**src/rtl/sarSleepAdcPkg.sv**
```systemverilog
package sarSleepAdcPkg;

  typedef enum logic [1:0] {
    ST_IDLE  = 2'd0,
    ST_DELAY = 2'd1,
    ST_CONV  = 2'd2
  } convState_t;

  typedef struct packed {
    logic clear;
    logic decide;
    logic load;
  } sarStrobe_t;

  localparam logic [1:0] CLK_RC     = 2'b11;
  localparam logic [2:0] ADDR_CTRLA = 3'd0;
  localparam logic [2:0] ADDR_CTRLB = 3'd1;
  localparam logic [2:0] ADDR_RESHI = 3'd2;
  localparam logic [2:0] ADDR_RESLO = 3'd3;
  localparam logic [2:0] ADDR_FLAG  = 3'd4;
  localparam logic [2:0] ADDR_IEN   = 3'd5;

endpackage

```
**src/rtl/sarSleepAdcCtrl.sv**
```systemverilog
module sarSleepAdcCtrl
  import sarSleepAdcPkg::*;
#(
  parameter int RES_BITS     = 10,
  parameter int DIV_A        = 2,
  parameter int DIV_B        = 8,
  parameter int DIV_C        = 32,
  parameter int INSTR_CYCLES = 4
) (
  input  logic       clk,
  input  logic       rstN,
  input  logic [2:0] regAddr,
  input  logic       regWrEn,
  input  logic [7:0] regWrData,
  input  logic       sleepReq,
  input  logic       rcTick,
  output sarStrobe_t strobe,
  output logic [7:0] ctrlAVal,
  output logic [7:0] ctrlBVal,
  output logic       fmtBit,
  output logic [2:0] chanSel,
  output logic [3:0] portCfg,
  output logic       converterOn,
  output logic       intFlag,
  output logic       intEn,
  output logic       wakeUp
);

  localparam int DIVW  = $clog2(DIV_C + 1);
  localparam int STEPW = $clog2(RES_BITS + 2);
  localparam int DLYW  = $clog2(INSTR_CYCLES + 1);
  localparam logic [STEPW-1:0] LAST_STEP = STEPW'(RES_BITS + 1);
  localparam logic [STEPW-1:0] BIT_STEPS = STEPW'(RES_BITS);
  localparam logic [DLYW-1:0]  DLY_LAST  = DLYW'(INSTR_CYCLES - 1);

  convState_t state;
  logic adon, goBit, powerDown;
  logic [1:0] clkSel;
  logic [DIVW-1:0] divCnt, divLimit;
  logic [STEPW-1:0] stepCnt;
  logic [DLYW-1:0] dlyCnt;

  logic wrA, wrB, wrFlag, wrIen;
  logic isRc, tick, busy, startOk, abort, finishOk;

  assign wrA    = regWrEn && (regAddr == ADDR_CTRLA);
  assign wrB    = regWrEn && (regAddr == ADDR_CTRLB);
  assign wrFlag = regWrEn && (regAddr == ADDR_FLAG);
  assign wrIen  = regWrEn && (regAddr == ADDR_IEN);

  assign isRc = (clkSel == CLK_RC);

  always_comb begin
    case (clkSel)
      2'b00:   divLimit = DIVW'(DIV_A - 1);
      2'b01:   divLimit = DIVW'(DIV_B - 1);
      default: divLimit = DIVW'(DIV_C - 1);
    endcase
  end

  assign tick     = isRc ? rcTick : (divCnt == divLimit);
  assign busy     = (state != ST_IDLE);
  assign startOk  = wrA && regWrData[1] && regWrData[0] && adon && !busy && !powerDown;
  assign abort    = busy && ((wrA && !regWrData[0]) || (sleepReq && !isRc));
  assign finishOk = (state == ST_CONV) && tick && (stepCnt == LAST_STEP) && !abort;

  always_comb begin
    strobe.clear  = startOk;
    strobe.decide = (state == ST_CONV) && tick && !abort &&
                    (stepCnt != '0) && (stepCnt <= BIT_STEPS);
    strobe.load   = finishOk;
  end

  // register fields
  always_ff @(posedge clk or negedge rstN) begin
    if (!rstN) begin
      adon    <= 1'b0;
      clkSel  <= 2'b00;
      chanSel <= 3'b000;
      fmtBit  <= 1'b0;
      portCfg <= 4'b0000;
      intEn   <= 1'b0;
      intFlag <= 1'b0;
      goBit   <= 1'b0;
    end else begin
      if (wrA) begin
        adon    <= regWrData[0];
        clkSel  <= regWrData[3:2];
        chanSel <= regWrData[6:4];
      end
      if (wrB) begin
        fmtBit  <= regWrData[0];
        portCfg <= regWrData[7:4];
      end
      if (wrIen) intEn <= regWrData[6];
      if (finishOk)    intFlag <= 1'b1;
      else if (wrFlag) intFlag <= regWrData[6];
      if (startOk)                goBit <= 1'b1;
      else if (abort || finishOk) goBit <= 1'b0;
    end
  end

  // sequencer
  always_ff @(posedge clk or negedge rstN) begin
    if (!rstN) begin
      state   <= ST_IDLE;
      divCnt  <= '0;
      stepCnt <= '0;
      dlyCnt  <= '0;
    end else begin
      case (state)
        ST_IDLE: begin
          if (startOk) begin
            state   <= (regWrData[3:2] == CLK_RC) ? ST_DELAY : ST_CONV;
            divCnt  <= '0;
            stepCnt <= '0;
            dlyCnt  <= '0;
          end
        end
        ST_DELAY: begin
          if (abort) state <= ST_IDLE;
          else if (dlyCnt == DLY_LAST) begin
            state  <= ST_CONV;
            divCnt <= '0;
          end else dlyCnt <= dlyCnt + 1'b1;
        end
        ST_CONV: begin
          if (abort) state <= ST_IDLE;
          else if (tick) begin
            divCnt <= '0;
            if (stepCnt == LAST_STEP) state <= ST_IDLE;
            else stepCnt <= stepCnt + 1'b1;
          end else divCnt <= divCnt + 1'b1;
        end
        default: state <= ST_IDLE;
      endcase
    end
  end

  // sleep handling
  always_ff @(posedge clk or negedge rstN) begin
    if (!rstN) begin
      powerDown <= 1'b0;
      wakeUp    <= 1'b0;
    end else begin
      wakeUp <= finishOk && sleepReq && intEn;
      if (!sleepReq) powerDown <= 1'b0;
      else if (!isRc || (finishOk && !intEn)) powerDown <= 1'b1;
    end
  end

  assign converterOn = adon && !powerDown;
  assign ctrlAVal    = {1'b0, chanSel, clkSel, goBit, adon};
  assign ctrlBVal    = {portCfg, 3'b000, fmtBit};

  // start only with the enable already set
  p_go_needs_adon_r2: assert property (@(posedge clk) disable iff (!rstN)
    $rose(goBit) |-> (adon && $past(adon)));

  // divided-clock sleep kills a running conversion
  p_sleep_abort_r7: assert property (@(posedge clk) disable iff (!rstN)
    (sleepReq && !isRc && goBit) |=> !goBit);

  // flag only drops through a software write
  p_flag_sticky_r5: assert property (@(posedge clk) disable iff (!rstN)
    (intFlag && !wrFlag) |=> intFlag);

  // wake only with the flag raised and enable set
  p_wake_gated_r8: assert property (@(posedge clk) disable iff (!rstN)
    wakeUp |-> (intFlag && intEn));

  // power-down released once sleep ends
  p_pd_release_r11: assert property (@(posedge clk) disable iff (!rstN)
    !sleepReq |=> !powerDown);

endmodule

```
**src/rtl/sarSleepAdcDatapath.sv**
```systemverilog
module sarSleepAdcDatapath
  import sarSleepAdcPkg::*;
#(
  parameter int RES_BITS = 10
) (
  input  logic                clk,
  input  logic                rstN,
  input  sarStrobe_t          strobe,
  input  logic                cmpIn,
  input  logic                fmtBit,
  output logic [RES_BITS-1:0] dacCode,
  output logic [7:0]          resHi,
  output logic [7:0]          resLo
);

  localparam int PADW = 16 - RES_BITS;
  localparam logic [RES_BITS-1:0] TOP_BIT = {1'b1, {(RES_BITS-1){1'b0}}};

  logic [RES_BITS-1:0] sarReg, trialMask;
  logic [15:0] rightJust, leftJust;

  always_ff @(posedge clk or negedge rstN) begin
    if (!rstN) begin
      sarReg    <= '0;
      trialMask <= '0;
    end else if (strobe.clear) begin
      sarReg    <= '0;
      trialMask <= TOP_BIT;
    end else if (strobe.decide) begin
      if (cmpIn) sarReg <= sarReg | trialMask;
      trialMask <= trialMask >> 1;
    end
  end

  assign dacCode   = sarReg | trialMask;
  assign rightJust = 16'(sarReg);
  assign leftJust  = 16'(sarReg) << PADW;

  // result bytes keep their contents through reset
  always_ff @(posedge clk) begin
    if (strobe.load) begin
      resHi <= fmtBit ? rightJust[15:8] : leftJust[15:8];
      resLo <= fmtBit ? rightJust[7:0]  : leftJust[7:0];
    end
  end

  // at most one trial bit outstanding
  p_one_trial_r3: assert property (@(posedge clk) disable iff (!rstN)
    $onehot0(trialMask));

  // zero padding in the justified bytes
  p_right_pad_r4: assert property (@(posedge clk) disable iff (!rstN)
    (strobe.load && fmtBit) |=> ((resHi >> (RES_BITS - 8)) == 8'd0));

  p_left_pad_r4: assert property (@(posedge clk) disable iff (!rstN)
    (strobe.load && !fmtBit) |=> ((resLo & 8'((1 << PADW) - 1)) == 8'd0));

  // results change only on a load
  p_result_hold_r10: assert property (@(posedge clk) disable iff (!rstN)
    !strobe.load |=> ($stable(resHi) && $stable(resLo)));

endmodule

```
**src/rtl/sarSleepAdc.sv**
```systemverilog
module sarSleepAdc
  import sarSleepAdcPkg::*;
#(
  parameter int RES_BITS     = 10,
  parameter int DIV_A        = 2,
  parameter int DIV_B        = 8,
  parameter int DIV_C        = 32,
  parameter int INSTR_CYCLES = 4
) (
  input  logic                clk,
  input  logic                rstN,
  input  logic [2:0]          regAddr,
  input  logic                regWrEn,
  input  logic [7:0]          regWrData,
  output logic [7:0]          regRdData,
  input  logic                sleepReq,
  input  logic                rcTick,
  input  logic                cmpIn,
  input  logic                globalIntEn,
  output logic [RES_BITS-1:0] dacCode,
  output logic [2:0]          chanSel,
  output logic [3:0]          portCfg,
  output logic                converterOn,
  output logic                intFlag,
  output logic                irqReq,
  output logic                wakeUp
);

  sarStrobe_t strobe;
  logic [7:0] ctrlAVal, ctrlBVal, resHi, resLo;
  logic fmtBit, intEn;

  sarSleepAdcCtrl #(
    .RES_BITS(RES_BITS), .DIV_A(DIV_A), .DIV_B(DIV_B), .DIV_C(DIV_C),
    .INSTR_CYCLES(INSTR_CYCLES)
  ) ctrl_i (
    .clk(clk), .rstN(rstN), .regAddr(regAddr), .regWrEn(regWrEn),
    .regWrData(regWrData), .sleepReq(sleepReq), .rcTick(rcTick),
    .strobe(strobe), .ctrlAVal(ctrlAVal), .ctrlBVal(ctrlBVal),
    .fmtBit(fmtBit), .chanSel(chanSel), .portCfg(portCfg),
    .converterOn(converterOn), .intFlag(intFlag), .intEn(intEn),
    .wakeUp(wakeUp)
  );

  sarSleepAdcDatapath #(.RES_BITS(RES_BITS)) dp_i (
    .clk(clk), .rstN(rstN), .strobe(strobe), .cmpIn(cmpIn),
    .fmtBit(fmtBit), .dacCode(dacCode), .resHi(resHi), .resLo(resLo)
  );

  always_comb begin
    case (regAddr)
      ADDR_CTRLA: regRdData = ctrlAVal;
      ADDR_CTRLB: regRdData = ctrlBVal;
      ADDR_RESHI: regRdData = resHi;
      ADDR_RESLO: regRdData = resLo;
      ADDR_FLAG:  regRdData = {1'b0, intFlag, 6'b0};
      ADDR_IEN:   regRdData = {1'b0, intEn, 6'b0};
      default:    regRdData = 8'h00;
    endcase
  end

  assign irqReq = intFlag && intEn && globalIntEn;

endmodule

```
**config.mk**
```make
export PLATFORM = sky130hd
export DESIGN_NAME = sarSleepAdc
export DESIGN_NICKNAME = d
export VERILOG_FILES = /design/src/rtl/sarSleepAdcPkg.sv /design/src/rtl/sarSleepAdcCtrl.sv /design/src/rtl/sarSleepAdcDatapath.sv /design/src/rtl/sarSleepAdc.sv
export SDC_FILE = /design/constraint.sdc
export NUM_CORES = 1
export LEC_CHECK = 0
export BUFFER_PORTS_ARGS = -buffer_cell sky130_fd_sc_hd__buf_2
export CORE_ASPECT_RATIO = 0.9
export CORE_UTILIZATION = 52
export CTS_CLUSTER_SIZE = 16
export DETAILED_ROUTE_END_ITERATION = 6
export PLACE_DENSITY = 0.72
export SETUP_SLACK_MARGIN = 0.4
export SLEW_MARGIN = 40
export SYNTH_ARGS = -nofsm -noshare
export SYNTH_HDL_FRONTEND = slang
export SYNTH_SLANG_ARGS = --single-unit
```
**constraint.sdc**
```tcl
create_clock -name clk -period 8.9 [get_ports clk]
set_clock_uncertainty 0.2 [all_clocks]
set_input_delay 0 -clock clk [delete_from_list [all_inputs] [get_ports clk]]
set_output_delay 0 -clock clk [all_outputs]
set_load 0.02 [all_outputs]
```
==> Word level (Yosys, flattened, before mapping) <==
Cells that the tools add are included.
{ "word_totals": {"register_bits": 67, "elab_cells": 138} }
{ "op_classes": {"add_sub_neg": 3, "magnitude_cmp": 1, "eq_ne": 24, "n_mux": 39, "bitwise": 1, "reduce_logical": 50} }
{ "op_table": {"columns": ["cell", "count"], "rows": [
  ["2-to-1 mux 10 bit", 5],
  ["case mux 8 bit (6 select lines)", 1],
  ["2-to-1 mux 6 bit", 5],
  ["logical AND 1 bit", 24],
  ["case mux 6 bit (3 select lines)", 1],
  ["2-to-1 mux 2 bit", 8],
  ["2-to-1 mux 4 bit", 4],
  ["nonzero test 2 bit", 7],
  ["bitwise OR 10 bit", 1],
  ["case mux 5 bit (2 select lines)", 1],
  ["AND reduction 5 bit", 2],
  ["== test 3 x 2 -> 1 bit, second input constant", 3],
  ["2-to-1 mux 3 bit", 3],
  ["2-to-1 mux 8 bit", 1],
  ["!= test 2 x 1 -> 1 bit, second input constant", 4],
  ["!= test 2 bit, second input constant", 4],
  ["case mux 4 bit (2 select lines)", 1],
  ["AND reduction 4 bit", 2],
  ["2-to-1 mux 1 bit", 7],
  ["adder 6 x 1 -> 6 bit, second input constant", 1],
  ["== test 2 bit, second input constant", 3],
  ["== test 3 bit, second input constant", 2],
  ["== test 6 x 5 -> 1 bit", 1],
  ["logical NOT 1 bit", 6],
  ["other kinds (16)", 21]
]} }

==> Logic depth before layout (Yosys ltp) <==
Gate-level depths: netlist of the first run.
{ "logic_depth": {"ltp_word": 11, "mapped_depth": 9, "ltp_nobuf": 7} }

==> Hierarchy <==
Synthesis of the first run repeated with hierarchy kept, for this count alone.
{ "hier_totals": {"cells_unflattened": 307, "area_unflattened_um2": 3520.9} }
{ "modules_own_cells": {"columns": ["module", "instances", "cells_each", "area_each_um2", "seq_area_each_um2"], "rows": [
  ["sarSleepAdcCtrl", 1, 176, 1795.5, 775.7],
  ["sarSleepAdcDatapath", 1, 109, 1450.1, 980.9],
  ["sarSleepAdc", 1, 22, 275.3, 0.0]
]} }

==> Worst setup path after synthesis of the first run <==
No wires, ideal clock.
{ "synth_timing": {"kind": "register to register", "startpoint": "reg ctrl_i.clkSel[1]", "endpoint": "reg dp_i.resHi[0], enable pin", "arrival_time_ps": 2210, "t_required_ps": 8307, "path_slack_ps": 6097, "stages_incl_launch_ff": 6, "period_less_slack_ps": 2803, "path_cell_list": "dfrtp_1 -> clkbuf_1 -> nor4_1 -> o221ai_1 -> a21boi_0 -> nor2b_1"} }
{ "synth_via": {"elab_chain_cells": 7, "word_cells_on_any_way": 14, "classes_between": "eq/ne: 3; mux: 2; reduce/logical: 9"} }
{ "synth_lines": {"columns": ["item", "line", "rtl"], "rows": [
  ["start: declaration", "sarSleepAdcCtrl.sv:38", "logic [1:0] clkSel;"],
  ["start signal: assignment", "sarSleepAdcCtrl.sv:88", "clkSel <= regWrData[3:2];"],
  ["== test 2 x 1 -> 1 bit (tied with other cells)", "sarSleepAdcCtrl.sv:54", "case (clkSel)"],
  ["case mux 5 bit (2 select lines) / logical NOT 1 bit (equally long branches)", "sarSleepAdcCtrl.sv:54, sarSleepAdcCtrl.sv:64", null],
  ["== test 6 x 5 -> 1 bit / logical AND 1 bit (equally long branches)", "sarSleepAdcCtrl.sv:61, sarSleepAdcCtrl.sv:64", null],
  ["2-to-1 mux 1 bit / logical OR 1 bit (equally long branches)", "sarSleepAdcCtrl.sv:61, sarSleepAdcCtrl.sv:64", null],
  ["logical AND 1 bit, on equally long branches", "sarSleepAdcCtrl.sv:65, sarSleepAdcCtrl.sv:64", null],
  ["logical AND 1 bit / logical NOT 1 bit (equally long branches)", "sarSleepAdcCtrl.sv:65", "assign finishOk = (state == ST_CONV) && tick && (stepCnt == LAST_STEP) && !abort;"],
  ["logical AND 1 bit (*)", "sarSleepAdcCtrl.sv:65", null],
  ["named net ctrl_i.finishOk", "sarSleepAdcCtrl.sv:44", "logic isRc, tick, busy, startOk, abort, finishOk;"],
  ["end signal: assignment", "sarSleepAdcDatapath.sv:42", "resHi <= fmtBit ? rightJust[15:8] : leftJust[15:8];"],
  ["end: declaration", "sarSleepAdcDatapath.sv:12", "output logic [7:0] resHi,"]
]} }
Mark *: on every way through the listed nets, which the timed path passes. The rest lies on a longest branch.
A chain may end at the register's enable or synchronous reset.

==> Worst setup path after layout of the first run <==
{ "layout_timing": {"startpoint": "reg ctrl_i.clkSel[1]", "endpoint": "reg dp_i.sarReg[3]"} }
{ "layout_via": {"elab_chain_cells": 11, "word_cells_on_any_way": 17, "classes_between": "eq/ne: 3; mux: 2; reduce/logical: 12"} }
{ "layout_lines": {"columns": ["item", "line", "rtl"], "rows": [
  ["parallel branches: the longest is 6 deep, another holds == test 6 x 5 -> 1 bit", null, null],
  ["logical AND 1 bit (*) (2 in a row)", "sarSleepAdcCtrl.sv:69", "strobe.decide = (state == ST_CONV) && tick && !abort &&"],
  ["logical AND 1 bit (*)", "sarSleepAdcCtrl.sv:70", "(stepCnt != '0) && (stepCnt <= BIT_STEPS);"],
  ["nonzero test 2 bit (no line) (*)", null, null],
  ["AND reduction 2 bit (no line) (*)", null, null],
  ["end signal: assignment", "sarSleepAdcDatapath.sv:30", "if (cmpIn) sarReg <= sarReg | trialMask;"],
  ["end: declaration", "sarSleepAdcDatapath.sv:19", "logic [RES_BITS-1:0] sarReg, trialMask;"]
]} }
Every way passes the cells marked *.

==> impl_metrics.toml, run 1 <==
[min_path]
worstHoldEndpoint = "ctrl_i.intEn$_DFFE_PN0P_"
hold_class = "primary input to flip-flop"
min_path_cells = 3
hold_path.startpoint = "regAddr[0]"

[finish]
syn_to_final_growth_pct = 17.6
layout-drive-gt1-share_pct = 28.8
fill_cells = 541
diodes = 0
final_common_cell = "dfrtp_1"
mostFrequentLayoutCells = "51 x dfrtp_1, 46 x nand2_1, 46 x buf_2"
stdcell_area_um2 = 3990
final_cells = 455
finalNetCount = 387

[synth]
ys_seq_elements = 67
synth.avg_cell_area_um2 = 11.0
ys_seq_area_share_pct = 51.8
ys_warn_count = 0
synth_cells = 309
synthFlopType = "dfrtp_1"
synth_edf_count = 16
async_flop_share_pct = 76.1
synth_nets = 333
synth.area.top_cells = "dfrtp_1 38%, edfxtp_1 14%, nand2_1 5.1%"
syn_area_um2 = 3390
synth_top_area_share_pct = 37.6
synth_top_area_cell = "dfrtp_1"
synthDistinctLibCells = 54

[sta]
period_needed_ps = 2580
hold_viol_final = 0
worstMarginPinSlew_ps = 649
rsz0062_at_grt = "false"
slew_headroom_pct = 56.7
setup_viol = 0
finalSetupTns_ps = 0
slew_violations = 0
fin_crit_sh_pct = 28.9
fmax_ghz = 0.388
whs_ps = 27.9

[grt]
grt_pass1_vias = 2241
grt-ovfl-total = 0
grt_antenna_before_repair = 0
use_met1_pct = 31.9
grt.total_usage_pct = 21.7
met2_usage_pct = 31.2
grt_max_degree = 52
grt_pass1_wl_um = 11200
grt.busiest_layer = "met1"
globalRouteMet3Util_pct = 4.31

[critical_path]
start_kind = "flip-flop"
r2r-start = "ctrl_i.clkSel[1]$_DFFE_PN0N_"
reg2reg_to = "dp_i.sarReg[3]$_DFFE_PN0P_"
crit_path_max_fanout = 20
r2r_setup_slack_ps = 6320
crit_type = "flip-flop to flip-flop"
critical_path_arrival_ps = 2650
required_ps = 8980
endpoint_kind = "flip-flop"
reg2regPathDepth = 6

[die]
fp-row-count = 27
core_um2 = 6220
die_area_um2 = 6850
die_w_um = 87.1
ios = 47
die_h_um = 78.6
initial_core_util_pct = 54.6

[pwr]
intPower_mw = 0.530
power_frac_comb_pct = 11.4
power_density_nw_per_um2 = 178
power_mw = 0.712
p_seq_share_pct = 48.5
power_frac_clock_pct = 40.1
p_sw_mw = 0.182
swShare_pct = 25.5
peakVddDrop_uv = 130
leakage_nw = 1.91

[drt]
wirelength_um = 6730
ant_nets = 0
drc = 0
avgRoutedWirePerCell_um = 14.8
num_vias = 2402
drt_first_pass_iters = 4
via_per_inst = 5.28
drtIter0Drc = 142

[clocking]
clockBufferDepth = 2
htree_levels = 3
path_clk_slew_ps = 70
cts_resized = 0
numCtsBuffers = 9
postCtsSetupBuffers = 0
cts_hold_buf = 13
cts_sinks = 67
clk_latency_ps = 340
cts_tree = "yes"
root_buffer = "clkbuf_8"

[job]
maxCapViolations = 0

[placement]
gp_congestion = 0.854
placed_area_um2 = 3630
detailed_place_hpwl_um = 4560
io_buffers = 46
placedCellCount = 426

[status]
outcome = "finished clean"
[cell usage after synthesis (2+ instances only)]
master,count
a22o_1,13
buf_2,4
o21a_1,2
o21ai_0,20
nand4b_1,2
and3_1,2
edfxtp_1,16
nand3_1,7
buf_4,4
buf_6,5
mux4_2,3
nor2_1,16
clkbuf_1,6
ha_1,6
a21bo_2,2
nor2b_1,17
and2_1,8
a31oi_1,3
mux2i_1,6
dfrtp_1,51
nor3b_1,2
or2_2,13
mux2_2,13
inv_1,8
a21oi_1,3
nand2_1,46
a21o_1,2
nor3_1,3
[cells by family after synthesis]
kind of cell / after synthesis / synth area share [%]
adder cells (fa/ha/maj): 6 / 2.21
AND/OR/NAND/NOR: 127 / 20.0
flip-flops: 67 / 51.8
buffers and inverters: 28 / 4.80
AO/OA/AOI/OAI: 58 / 12.3
multiplexers: 23 / 8.85
[metal layers]
| layer | part of all wire, % | vias up |
|---|---|---|
| met5 | 0 | - |
| met4 | 1.7 | 0 |
| met3 | 2.7 | 9 |
| met2 | 45 | 42 |
| met1 | 51 | 1148 |
| li1 | - | 1203 |
[power groups by stage]
stage	Sequential, mW	Clock [mW]	Combinational (mW)
2_1_floorplan	0.347	0	0.0554
3_3_place_gp	0.350	0	0.0750
3_5_place_dp	0.351	0	0.0763
4_1_cts	0.345	0.291	0.0819
5_1_grt	0.348	0.306	0.0879
6_report	0.345	0.285	0.0810
[how the worst max path moves through the flow]
stage                                      end                          from
global placement    dp_i.sarReg[7]$_DFFE_PN0P_  ctrl_i.clkSel[1]$_DFFE_PN0N_
global route        dp_i.sarReg[9]$_DFFE_PN0P_  ctrl_i.clkSel[1]$_DFFE_PN0N_
detailed placement  dp_i.sarReg[7]$_DFFE_PN0P_  ctrl_i.clkSel[1]$_DFFE_PN0N_
floorplan              dp_i.resHi[0]$_DFFE_PP_  ctrl_i.clkSel[1]$_DFFE_PN0N_
CTS                 dp_i.sarReg[5]$_DFFE_PN0P_  ctrl_i.clkSel[1]$_DFFE_PN0N_
finish              dp_i.sarReg[3]$_DFFE_PN0P_  ctrl_i.clkSel[1]$_DFFE_PN0N_
[state kept, by name (all words and copies together) (netlist names), 3 cells and up]
| signal | flops |
|---|---|
| ctrl_i.chanSel | 3 |
| ctrl_i.divCnt | 6 |
| ctrl_i.dlyCnt | 3 |
| ctrl_i.portCfg | 4 |
| ctrl_i.stepCnt | 4 |
| dp_i.resHi | 8 |
| dp_i.resLo | 8 |
| dp_i.sarReg | 10 |
| dp_i.trialMask | 10 |
[stage by stage]
stage               setup slack (ps)  utilization, %
floorplan                       6100               -
global placement                6410            58.5
detailed placement              6340            58.5
CTS                             6340            64.2
global route                    6150            64.2
finish                          6320            64.2
[final cells by class]
class                      count  area (um2)  area share (%)
sequential                    67        1760            44.0
multi-input combinational    214        1480            37.1
timing repair buffer          63         390            9.78
clock buffer                  10         138            3.45
tap                           87         109            2.73
clock inverter                 6        87.6            2.20
inverter                       8        30.0           0.753
[worst max-delay path, cell delays in order, from the launching register on]
cell and delay (ps):
dfrtp_1 470, nor4_1 400, o221ai_1 270, a2111oi_2 370, buf_4 270, and2_1 350, a22o_1 180
No activity file was read; power rests on OpenSTA's default activity.
==> run 2: changes to the inputs <==
==> constraint.sdc (replaced) <==
create_clock -name clk -period 2.48 [get_ports clk]
set_clock_uncertainty 0.2 [all_clocks]
set_input_delay 0 -clock clk [delete_from_list [all_inputs] [get_ports clk]]
set_output_delay 0 -clock clk [all_outputs]
set_load 0.02 [all_outputs]
==> impl_metrics.toml, run 2 (synthesized netlist as in run 1, its figures left out) <==
[drt]
via_per_inst = 5.52
drt_first_pass_iters = 5
avgRoutedWirePerCell_um = 15.7
num_vias = 2623
ant_nets = 0
wirelength_um = 7450
drtIter0Drc = 143
drc = 0

[placement]
gp_congestion = 0.908
io_buffers = 46
detailed_place_hpwl_um = 4870

[pwr]
power_frac_comb_pct = 13.8
intPower_mw = 1.76
p_seq_share_pct = 51.6
power_frac_clock_pct = 34.6
peakVddDrop_uv = 344
p_sw_mw = 0.655
leakage_nw = 2.01
power_density_nw_per_um2 = 566
swShare_pct = 27.2
power_mw = 2.41

[finish]
syn_to_final_growth_pct = 25.7
fill_cells = 502
diodes = 0
finalNetCount = 407
reg_top3 = "dp_i.sarReg x10, dp_i.trialMask x10"
mostFrequentLayoutCells = "48 x dfrtp_1, 46 x buf_2, 45 x nand2_1"
final_common_cell = "dfrtp_1"
layout-drive-gt1-share_pct = 34.8

[sta]
worstMarginPinSlew_ps = 644
period_needed_ps = 2150
slew_headroom_pct = 56.4
rsz0062_at_grt = "true"
finalSetupTns_ps = 0
setup_viol = 0
slew_violations = 0
hold_viol_final = 0
fmax_ghz = 0.466
fin_crit_sh_pct = 86.6

[clocking]
numCtsBuffers = 9
root_buffer = "clkbuf_8"
clockBufferDepth = 2
cts_tree = "yes"
clk_latency_ps = 340
cts_sinks = 67
path_clk_slew_ps = 80
htree_levels = 3

[critical_path]
required_ps = 2550
start_kind = "flip-flop"
endpoint_kind = "flip-flop"
crit_type = "flip-flop to flip-flop"
crit_path_max_fanout = 6
critical_path_arrival_ps = 2220

[grt]
grt_antenna_before_repair = 0
grt-ovfl-total = 0
grt_pass1_vias = 2542
grt_max_degree = 28
grt.total_usage_pct = 23.1
grt_pass1_wl_um = 11900

[die]
initial_core_util_pct = 54.6
die_w_um = 87.1
ios = 47
die_area_um2 = 6850
fp-row-count = 27
die_h_um = 78.6
core_um2 = 6220

[min_path]
hold_class = "primary input to asynchronous set/reset pin"

[job]
maxCapViolations = 0

[status]
outcome = "finished clean"
run 2: changes by cell type in the layout (fill, tap and decap cells not counted), sizes merged:
cell,before,now
clkinvlp,1,0
and2,8,9
clkbuf,10,11
clkinv,2,4
inv,9,10
bufinv,2,0
buf,50,62
dlygate4sd3,13,19
run 2: final timing paths:
| path | from | to | slack (ps) | depth (start not counted) |
|---|---|---|---|---|
| hold / removal | rstN | ctrl_i.divCnt[0]$_DFFE_PN0P_ | 10 | 2 |
| setup reg to reg | ctrl_i.divCnt[1]$_DFFE_PN0P_ | dp_i.sarReg[0]$_DFFE_PN0P_ | 330 | 6 |
| max in group asynchronous | rstN | ctrl_i.portCfg[3]$_DFFE_PN0P_ | 1420 | 3 |
| hold reg to reg | ctrl_i.dlyCnt[2]$_DFFE_PN0P_ | ctrl_i.dlyCnt[2]$_DFFE_PN0P_ | 300 | 2 |
| setup / recovery | ctrl_i.divCnt[1]$_DFFE_PN0P_ | dp_i.sarReg[0]$_DFFE_PN0P_ | 330 | 6 |
| min in group clk | regWrData[1] | ctrl_i.stepCnt[3]$_DFFE_PN0P_ | 40 | 5 |
run 2: per-layer routing:
layer  global-route usage (%)  wire length [um]  vias up
met4                     5.90                55        0
met2                     39.1              3740       82
li1                         -                 -     1243
met1                     28.9              3260     1292
met5                        0                 0        -
met3                     6.73               398        6
run 2: power by group through the flow:
stage | combinational [mW] | sequential, mW | clock, mW
6_report | 0.333 | 1.24 | 0.835
5_1_grt | 0.363 | 1.25 | 0.913
3_5_place_dp | 0.285 | 1.27 | 0
2_1_floorplan | 0.213 | 1.24 | 0
4_1_cts | 0.319 | 1.24 | 0.854
3_3_place_gp | 0.281 | 1.26 | 0
run 2: final cells by class:
cell class              instances  area (um2)  area share [%]
clock buffers                  10         149            3.49
clock inverters                 6        36.3           0.851
inverters                       8        30.0           0.704
multi-input cells             215        1580            37.1
flip-flops and latches         67        1760            41.3
well taps                      87         109            2.55
repair buffers                 82         597            14.0
run 2: worst max-delay path, stage by stage, from the launching register on:
cell       delay [ps]
dfrtp_2           460
nor4_4            390
o221ai_4          180
a2111oi_4         330
buf_6             190
and2_4            180
a22o_1            140
run 2: what timing repair did:
| item | in CTS | in global routing |
|---|---|---|
| resized for setup | 10 | 22 |
| pin swaps | 0 | 6 |
| setup endpoints to repair | 39 | 43 |
| buffers inserted | 1 | 4 |
| hold buffers | 19 | 0 |
| endpoints found under the hold margin | 78 | 0 |
| cloned | 1 | 3 |
run 2: per-stage QoR:
stage | hold WS [ps] | cells | setup WS (ps) | util, % | cell area, um2
6_report | 11.0 | 475 | 334 | 68.6 | 4260
5_1_grt | 32.0 | 475 | 251 | 68.6 | 4260
4_1_cts | 16.9 | 468 | 365 | 66.4 | 4130
3_5_place_dp | -156 | 431 | 221 | 59.7 | 3710
3_3_place_gp | -158 | 431 | 337 | 59.7 | 3710
2_1_floorplan | -496 | 309 | 425 | - | 3440
